File: config.mk
export PLATFORM = sky130hd
export DESIGN_NAME = dpwm_chan
export DESIGN_NICKNAME = d
export VERILOG_FILES = /design/src/rtl/dpwm_pkg.sv /design/src/rtl/dpwm_rst_sync.sv /design/src/rtl/dpwm_regfile.sv /design/src/rtl/dpwm_timebase.sv /design/src/rtl/dpwm_slicer.sv /design/src/rtl/dpwm_chan.sv
export SDC_FILE = /design/constraint.sdc
export NUM_CORES = 1
export LEC_CHECK = 0
export BUFFER_PORTS_ARGS = -buffer_cell sky130_fd_sc_hd__buf_2
export CAP_MARGIN = 20
export CORE_UTILIZATION = 63
export CTS_CLUSTER_SIZE = 16
export DETAILED_ROUTE_END_ITERATION = 16
export GPL_TIMING_DRIVEN = 0
export HOLD_SLACK_MARGIN = 0.05
export PLACE_DENSITY = 0.83
export RECOVER_POWER = 100
export SETUP_SLACK_MARGIN = 0.2
export SYNTH_ARGS = -nofsm -noshare
export SYNTH_HDL_FRONTEND = slang
export SYNTH_HIERARCHICAL = 1
export SYNTH_SLANG_ARGS = --single-unit
File: constraint.sdc
create_clock -name clk -period 8.5 [get_ports clk]
set_clock_uncertainty 0.1 [all_clocks]
set_input_delay 2.55 -clock clk [delete_from_list [all_inputs] [get_ports clk]]
set_output_delay 2.55 -clock clk [all_outputs]
set_load 0.02 [all_outputs]
File: src/rtl/dpwm_pkg.sv
package dpwm_pkg;
  localparam int BASE_W = 8;
  localparam int DITH_W = 4;
  localparam int REG_W  = 8;
  typedef enum logic {SEL_LOW = 1'b0, SEL_HIGH = 1'b1} reg_sel_e;
endpackage

File: src/rtl/dpwm_rst_sync.sv
module dpwm_rst_sync (
  input  logic clk,
  input  logic rst_n,
  output logic rst_sync_n
);
  logic [1:0] sync_q;

  always_ff @(posedge clk or negedge rst_n) begin
    if (!rst_n) sync_q <= 2'b00;
    else        sync_q <= {sync_q[0], 1'b1};
  end

  assign rst_sync_n = sync_q[1];
endmodule

File: src/rtl/dpwm_regfile.sv
module dpwm_regfile
  import dpwm_pkg::*;
#(
  parameter int BASE_W = dpwm_pkg::BASE_W,
  parameter int DITH_W = dpwm_pkg::DITH_W,
  parameter int REG_W  = dpwm_pkg::REG_W
) (
  input  logic              clk,
  input  logic              rst_n,
  input  logic              wr_en,
  input  logic              wr_sel,
  input  logic [REG_W-1:0]  wr_data,
  output logic [BASE_W-1:0] base_q,
  output logic [DITH_W-1:0] dith_q,
  output logic              en_q,
  output logic [BASE_W-1:0] base_d,
  output logic [DITH_W-1:0] dith_d,
  output logic              en_d
);
  always_comb begin
    base_d = base_q;
    dith_d = dith_q;
    en_d   = en_q;
    if (wr_en) begin
      if (reg_sel_e'(wr_sel) == SEL_HIGH) begin
        base_d = wr_data[BASE_W-1:0];
      end else begin
        en_d   = wr_data[0];
        dith_d = wr_data[REG_W-1 -: DITH_W];
      end
    end
  end

  always_ff @(posedge clk or negedge rst_n) begin
    if (!rst_n) begin
      base_q <= '0;
      dith_q <= '0;
      en_q   <= 1'b0;
    end else if (wr_en) begin
      base_q <= base_d;
      dith_q <= dith_d;
      en_q   <= en_d;
    end
  end
endmodule

File: src/rtl/dpwm_timebase.sv
module dpwm_timebase #(
  parameter int BASE_W = dpwm_pkg::BASE_W,
  parameter int DITH_W = dpwm_pkg::DITH_W,
  localparam int CYC_W = BASE_W + DITH_W
) (
  input  logic              clk,
  input  logic              rst_n,
  input  logic              en_q,
  input  logic              en_d,
  input  logic [BASE_W-1:0] base_d,
  input  logic [DITH_W-1:0] dith_d,
  output logic [CYC_W-1:0]  cnt_q,
  output logic [BASE_W-1:0] abase_q,
  output logic [DITH_W-1:0] adith_q
);
  localparam logic [CYC_W-1:0] CNT_LAST = '1;

  logic [CYC_W-1:0]  cnt_d;
  logic              load;
  logic [BASE_W-1:0] abase_d;
  logic [DITH_W-1:0] adith_d;

  always_comb begin
    cnt_d   = (en_d && en_q) ? cnt_q + CYC_W'(1) : '0;
    load    = !en_q || (cnt_q == CNT_LAST);
    abase_d = load ? base_d : abase_q;
    adith_d = load ? dith_d : adith_q;
  end

  always_ff @(posedge clk or negedge rst_n) begin
    if (!rst_n) begin
      cnt_q   <= '0;
      abase_q <= '0;
      adith_q <= '0;
    end else begin
      cnt_q <= cnt_d;
      if (load) begin
        abase_q <= abase_d;
        adith_q <= adith_d;
      end
    end
  end
endmodule

File: src/rtl/dpwm_slicer.sv
module dpwm_slicer #(
  parameter int BASE_W = dpwm_pkg::BASE_W,
  parameter int DITH_W = dpwm_pkg::DITH_W,
  localparam int CYC_W = BASE_W + DITH_W
) (
  input  logic              en_q,
  input  logic [CYC_W-1:0]  cnt_q,
  input  logic [BASE_W-1:0] abase_q,
  input  logic [DITH_W-1:0] adith_q,
  input  logic              gate_i,
  input  logic              dir_in_i,
  output logic              pwm_o,
  output logic              pwm_oe_o
);
  logic [DITH_W-1:0] sub_idx;
  logic [BASE_W-1:0] pos;
  logic              extra;
  logic [BASE_W:0]   thr;
  logic              raw;

  always_comb begin
    sub_idx  = cnt_q[CYC_W-1:BASE_W];
    pos      = cnt_q[BASE_W-1:0];
    extra    = (sub_idx < adith_q);
    thr      = {1'b0, abase_q} + {{BASE_W{1'b0}}, extra};
    raw      = en_q && ({1'b0, pos} < thr);
    pwm_o    = raw && gate_i && !dir_in_i;
    pwm_oe_o = en_q && !dir_in_i;
  end
endmodule

File: src/rtl/dpwm_chan.sv
module dpwm_chan
  import dpwm_pkg::*;
#(
  parameter int BASE_W = dpwm_pkg::BASE_W,
  parameter int DITH_W = dpwm_pkg::DITH_W,
  parameter int REG_W  = dpwm_pkg::REG_W,
  localparam int CYC_W = BASE_W + DITH_W
) (
  input  logic             clk,
  input  logic             rst_n,
  input  logic             wr_en,
  input  logic             wr_sel,
  input  logic [REG_W-1:0] wr_data,
  input  logic             gate_i,
  input  logic             dir_in_i,
  output logic             pwm_o,
  output logic             pwm_oe_o
);
  logic              rst_q;
  logic [BASE_W-1:0] base_q, base_d, abase_q;
  logic [DITH_W-1:0] dith_q, dith_d, adith_q;
  logic              en_q, en_d;
  logic [CYC_W-1:0]  cnt_q;

  dpwm_rst_sync u_rst (
    .clk(clk), .rst_n(rst_n), .rst_sync_n(rst_q)
  );

  dpwm_regfile #(.BASE_W(BASE_W), .DITH_W(DITH_W), .REG_W(REG_W)) u_regs (
    .clk(clk), .rst_n(rst_q), .wr_en(wr_en), .wr_sel(wr_sel), .wr_data(wr_data),
    .base_q(base_q), .dith_q(dith_q), .en_q(en_q),
    .base_d(base_d), .dith_d(dith_d), .en_d(en_d)
  );

  dpwm_timebase #(.BASE_W(BASE_W), .DITH_W(DITH_W)) u_tb (
    .clk(clk), .rst_n(rst_q), .en_q(en_q), .en_d(en_d),
    .base_d(base_d), .dith_d(dith_d),
    .cnt_q(cnt_q), .abase_q(abase_q), .adith_q(adith_q)
  );

  dpwm_slicer #(.BASE_W(BASE_W), .DITH_W(DITH_W)) u_slc (
    .en_q(en_q), .cnt_q(cnt_q), .abase_q(abase_q), .adith_q(adith_q),
    .gate_i(gate_i), .dir_in_i(dir_in_i), .pwm_o(pwm_o), .pwm_oe_o(pwm_oe_o)
  );
endmodule

== Word level (Yosys, flattened, before mapping) ==
Cells that the tools add are included.
Storage, ports and cells
  bits in registers: 39
  word-level logic and storage cells: 27
Operators by class
  equal/unequal tests: 1
  $add $sub $neg: 2
  order comparisons: 2
  mux-type cells: 7
  reduce and logical (&&, ||, !) cells: 8
Operator list (count)
  $mux 8: 2
  $add 12x1->12 const B: 1
  $eq 12x12->1 const B: 1
  $mux 12: 1
  $add 8x1->9: 1
  $lt 8x9->1: 1
  $mux 4: 2
  $logic_and 1x1->1: 5
  $lt 4x4->1: 1
  $logic_not 1->1: 2
  $mux 1: 2
  $logic_or 1x1->1: 1

== Logic depth before layout (Yosys ltp) ==
  word-level depth: 6
  mapped depth: 15
  depth with buffers taken out: 15

== Cells and area by module ==
The synthesis kept the hierarchy.
Modules (own cells, without submodules)
  dpwm_timebase: times used 1, sequential area each 600.6 µm², cells an instance 81, area each 1024.7 µm²
  dpwm_regfile: times used 1, sequential area each 325.3 µm², cells an instance 43, area each 728.2 µm²
  dpwm_slicer: times used 1, sequential area each 0.0 µm², cells an instance 48, area each 371.6 µm²
  dpwm_rst_sync: times used 1, sequential area each 50.0 µm², cells an instance 3, area each 53.8 µm²

== Least setup slack after synthesis ==
OpenSTA, ideal clock, no wires.
  kind: input-to-output
  start point: input dir_in_i
  end point: output pwm_o
  cell stages on the path: 4
  arrival time: 3.573 ns
  path slack: 2.277 ns
  buffers on the path: 0
  cell sequence: nor2b_1 nand2_1 a2111oi_0 or2_1
On the way
  cells in the longest elaborated chain, start to end: 2
Ends and longest elaborated chain
  start, declared: RTL line dpwm_chan.sv:15  | input logic dir_in_i,
  $logic_not 1->1: RTL line dpwm_slicer.sv:27  | pwm_o = raw && gate_i && !dir_in_i;
  $logic_and 1x1->1: RTL line dpwm_slicer.sv:27
  end, declared: RTL line dpwm_chan.sv:16  | output logic pwm_o,
Every way passes these cells.

== Worst setup path in the final report ==
  start point: register u_tb.cnt_q[9]
  end point: output pwm_o
On the way
  cells in the longest elaborated chain, start to end: 6
Ends and longest elaborated chain
  start, declared: RTL line dpwm_timebase.sv:12  | output logic [CYC_W-1:0] cnt_q,
  start signal, assigned: RTL line dpwm_timebase.sv:36  | cnt_q <= cnt_d;
  $lt 4x4->1: RTL line dpwm_slicer.sv:24  | extra = (sub_idx < adith_q);
  $add 8x1->9: RTL line dpwm_slicer.sv:25  | thr = {1'b0, abase_q} + {{BASE_W{1'b0}}, extra};
  $lt 8x9->1: RTL line dpwm_slicer.sv:26  | raw = en_q && ({1'b0, pos} < thr);
  $logic_and 1x1->1: RTL line dpwm_slicer.sv:26
  $logic_and 1x1->1 (2 in a row): RTL line dpwm_slicer.sv:27
Every way passes these cells.

==> metrics.yaml <==
final_layout:
  final_common_cell: "dfrtp_1"
  final_cell_mix: "39 x dfrtp_1, 18 x mux2_1, 18 x mux2_2"
  final_nets: 225
  finalInstanceArea_um2: 2270
  finalNonFillerCells: 243
  drive_gt1_share_pct: 21.6
  area_delta_synth_final_pct: 4.42
  n_antenna_cell: 0
timing:
  relSlewSlack_pct: 24.1
  hold_viol_final: 0
  holdWs_ns: 0.151
  rsz0062_at_grt: "false"
  slew_violations: 0
  worst_slew_pin_slew_ns: 1.14
  fmax_mhz: 156
  fin_crit_ns: 6.43
  final-setup-viol-count: 0
  totalNegativeSetupSlack_ns: 0
  finalCritPeriodShare_pct: 75.6
pwr:
  switching_share_pct: 30.2
  ir_drop_v: 0.000120
  pwr-share-comb_pct: 25.5
  p_clk_share_pct: 20.8
  p_int_uw: 307
  seq_power_share_pct: 53.7
  p_sw_uw: 133
  p_total_uw: 440
  power_leakage_nw: 1.02
  p_per_area_nw_per_um2: 193
setup_path:
  r2r_start: "u_tb/cnt_q[0]$_DFF_PN0_"
  crit_arrival_ns: 3.78
  crit_start: "u_tb/cnt_q[9]$_DFF_PN0_"
  critPathLaunchType: "flip-flop"
  cp.required_ns: 5.85
  end_kind: "primary output"
  worst-setup-path-type: "flip-flop to primary output"
  crit_fanout: 5
global_routing:
  grt_pass1_vias: 1451
  grt-ovfl-total: 0
  grt_pass1_wl_um: 6440
  grt_use_total_pct: 24.3
  grt_antenna_before_repair: 0
  grt_start_max_net_pins: 23
floorplan:
  dieArea_um2: 3700
  rows: 20
  core-area_um2: 3180
  ios: 16
  die_width_um: 60.8
  initial_core_util_pct: 68.5
  die_h_um: 60.8
yosys:
  yosys_warnings: 6
  synth.largest_area_cell: "dfrtp_1"
  yosysSeqAreaShare_pct: 44.8
  synth.avg_cell_area_um2: 12.4
  synth_xor_area_share_pct: 3.62
  synth_area_um2: 2180
  syn-num-nets: 202
  muxShareOfSynthArea_pct: 23.1
  netlist_instances: 175
  yosysUniqueCellTypes: 33
  synthSimpleGateAreaFrac_pct: 10.5
  synth_compound_area_share_pct: 7.64
  synthAdderAreaFrac_pct: 7.47
  synth_seq_cells: 39
  synth.top_cell.area_share_pct: 44.8
  synth_top_family_by_area: "multiplexers"
  netlist_top_cells_area: "dfrtp_1 45%, mux2_4 14%, mux2_2 9.3%, ha_1 7.5%, xnor2_1 2.4%"
placement:
  placed_area_um2: 2340
  dpl.hpwl_um: 2910
  dp_cells: 235
  gp_congestion: 0.828
  numPortBuffers: 15
clocking:
  cts-root-buf: "clkbuf_4"
  cts_setup_buffers: 0
  clkTransAtPathRegs_ns: 0.12
  clock-sinks: 39
  post_cts_resize_count: 0
  hold_buffers: 0
  cts_tree: "built"
  clkLatencyLatePin_ns: 0.35
  htree_levels: 2
  clock_path_buffers: 2
  cts_buffers: 5
outcome:
  status: "completed"
drt:
  vias_per_cell: 5.84
  wl_per_cell_um: 15.7
  vias: 1418
  first_pass_iters: 4
  postRouteAntennaNets: 0
  drt_first_iter_violations: 47
  drt_wl_total_um: 3810
  drcViolationCount: 0
min_path:
  hp-class: "flip-flop to async pin"
flow_run:
  maxCapViolations: 0
[Yosys cell counts]
| library cell | number |
|---|---|
| a2111oi_0 | 1 |
| a211o_1 | 1 |
| a21o_1 | 2 |
| a21oi_1 | 10 |
| and3_1 | 3 |
| buf_6 | 3 |
| clkbuf_1 | 1 |
| conb_1 | 1 |
| dfrtp_1 | 39 |
| ha_1 | 13 |
| inv_1 | 6 |
| mux2_2 | 18 |
| mux2_4 | 20 |
| nand2_1 | 8 |
| nand2_2 | 1 |
| nand2b_1 | 2 |
| nand2b_4 | 1 |
| nand3_1 | 6 |
| nand3_2 | 1 |
| nand4_1 | 3 |
| nor2_1 | 6 |
| nor2b_1 | 1 |
| nor3_1 | 1 |
| o211ai_1 | 1 |
| o21ai_0 | 4 |
| o22ai_1 | 1 |
| o31ai_1 | 3 |
| o41ai_4 | 1 |
| or2_1 | 1 |
| or3_1 | 4 |
| or4_1 | 3 |
| xnor2_1 | 6 |
| xor2_1 | 3 |
[state kept, by name, indices dropped and copies added, names as in the netlist]
register	cells
u_regs/base_q	8
u_regs/dith_q	4
u_tb/cnt_q	12
u_tb/adith_q	4
u_regs/en_q	1
u_tb/abase_q	8
u_rst/sync_q	2
[critical path: stages (launching register included)]
cell       delay [ns]
dfrtp_1          0.45
ha_1             0.29
a21o_1           0.15
a21o_1           0.16
a21oi_1          0.16
ha_1             0.21
ha_1             0.19
and3_1           0.22
nand3_1          0.10
xor2_1           0.16
ha_1             0.30
a21oi_1          0.18
o22ai_1          0.10
a2111oi_0        0.41
or2_0            0.18
buf_2            0.17
[worst paths after layout]
kind | slack, ns | cells past startpoint | endpoint
worst max-delay path | 2.07 | 15 | pwm_o
worst min-delay path | 0.15 | 0 | u_regs/base_q[7]$_DFFE_PN0P_
worst max register to register | 6.38 | 5 | u_tb/adith_q[0]$_DFFE_PN0P_
worst min register to register | 0.15 | 0 | u_regs/base_q[7]$_DFFE_PN0P_
max in group asynchronous | 6.31 | 1 | u_rst/sync_q[1]$_DFF_PN0_
min in group clk | 0.27 | 0 | u_rst/sync_q[1]$_DFF_PN0_
[logic make-up after synthesis]
group / Yosys count
other cells: 1
compound gates: 24
xor+xnor: 9
fa+ha+maj: 13
flops: 39
simple gates: 41
buf+inv: 10
mux: 38
[power by group through the flow]
stage                     logic [mW]  clock network, mW  registers [mW]
final                          0.112             0.0914           0.236
after global routing           0.126              0.103           0.241
after CTS                      0.126             0.0947           0.237
after detailed placement       0.125                  0           0.241
after global placement         0.116                  0           0.240
after floorplan               0.0996                  0           0.234
[area by class of cell]
class / instances / area (µm²)
well taps: 44 / 55.1
repair buffers: 16 / 76.3
inverters: 6 / 22.5
clock inverters: 1 / 5.00
plain buffers: 4 / 22.5
multi-input cells: 126 / 1070
clock buffers: 7 / 45.0
flip-flops and latches: 39 / 976
fillers: 255 / 903
[routing by layer]
| metal | routed length [µm] | part of all wire [%] | global-route usage [%] |
|---|---|---|---|
| met4 | 50 | 1.3 | 6.82 |
| met5 | 0 | 0 | 0 |
| met1 | 1730 | 46 | 29.2 |
| met3 | 113 | 3.0 | 6.40 |
| met2 | 1910 | 50 | 43.2 |
[stage by stage]
step	setup WS, ns	utilization [%]
6_report	2.07	71.6
3_3_place_gp	2.34	72.6
3_5_place_dp	2.23	73.5
4_1_cts	2.15	75.1
5_1_grt	1.91	71.6
2_1_floorplan	2.28	-
(Power assumes the default switching activity.)
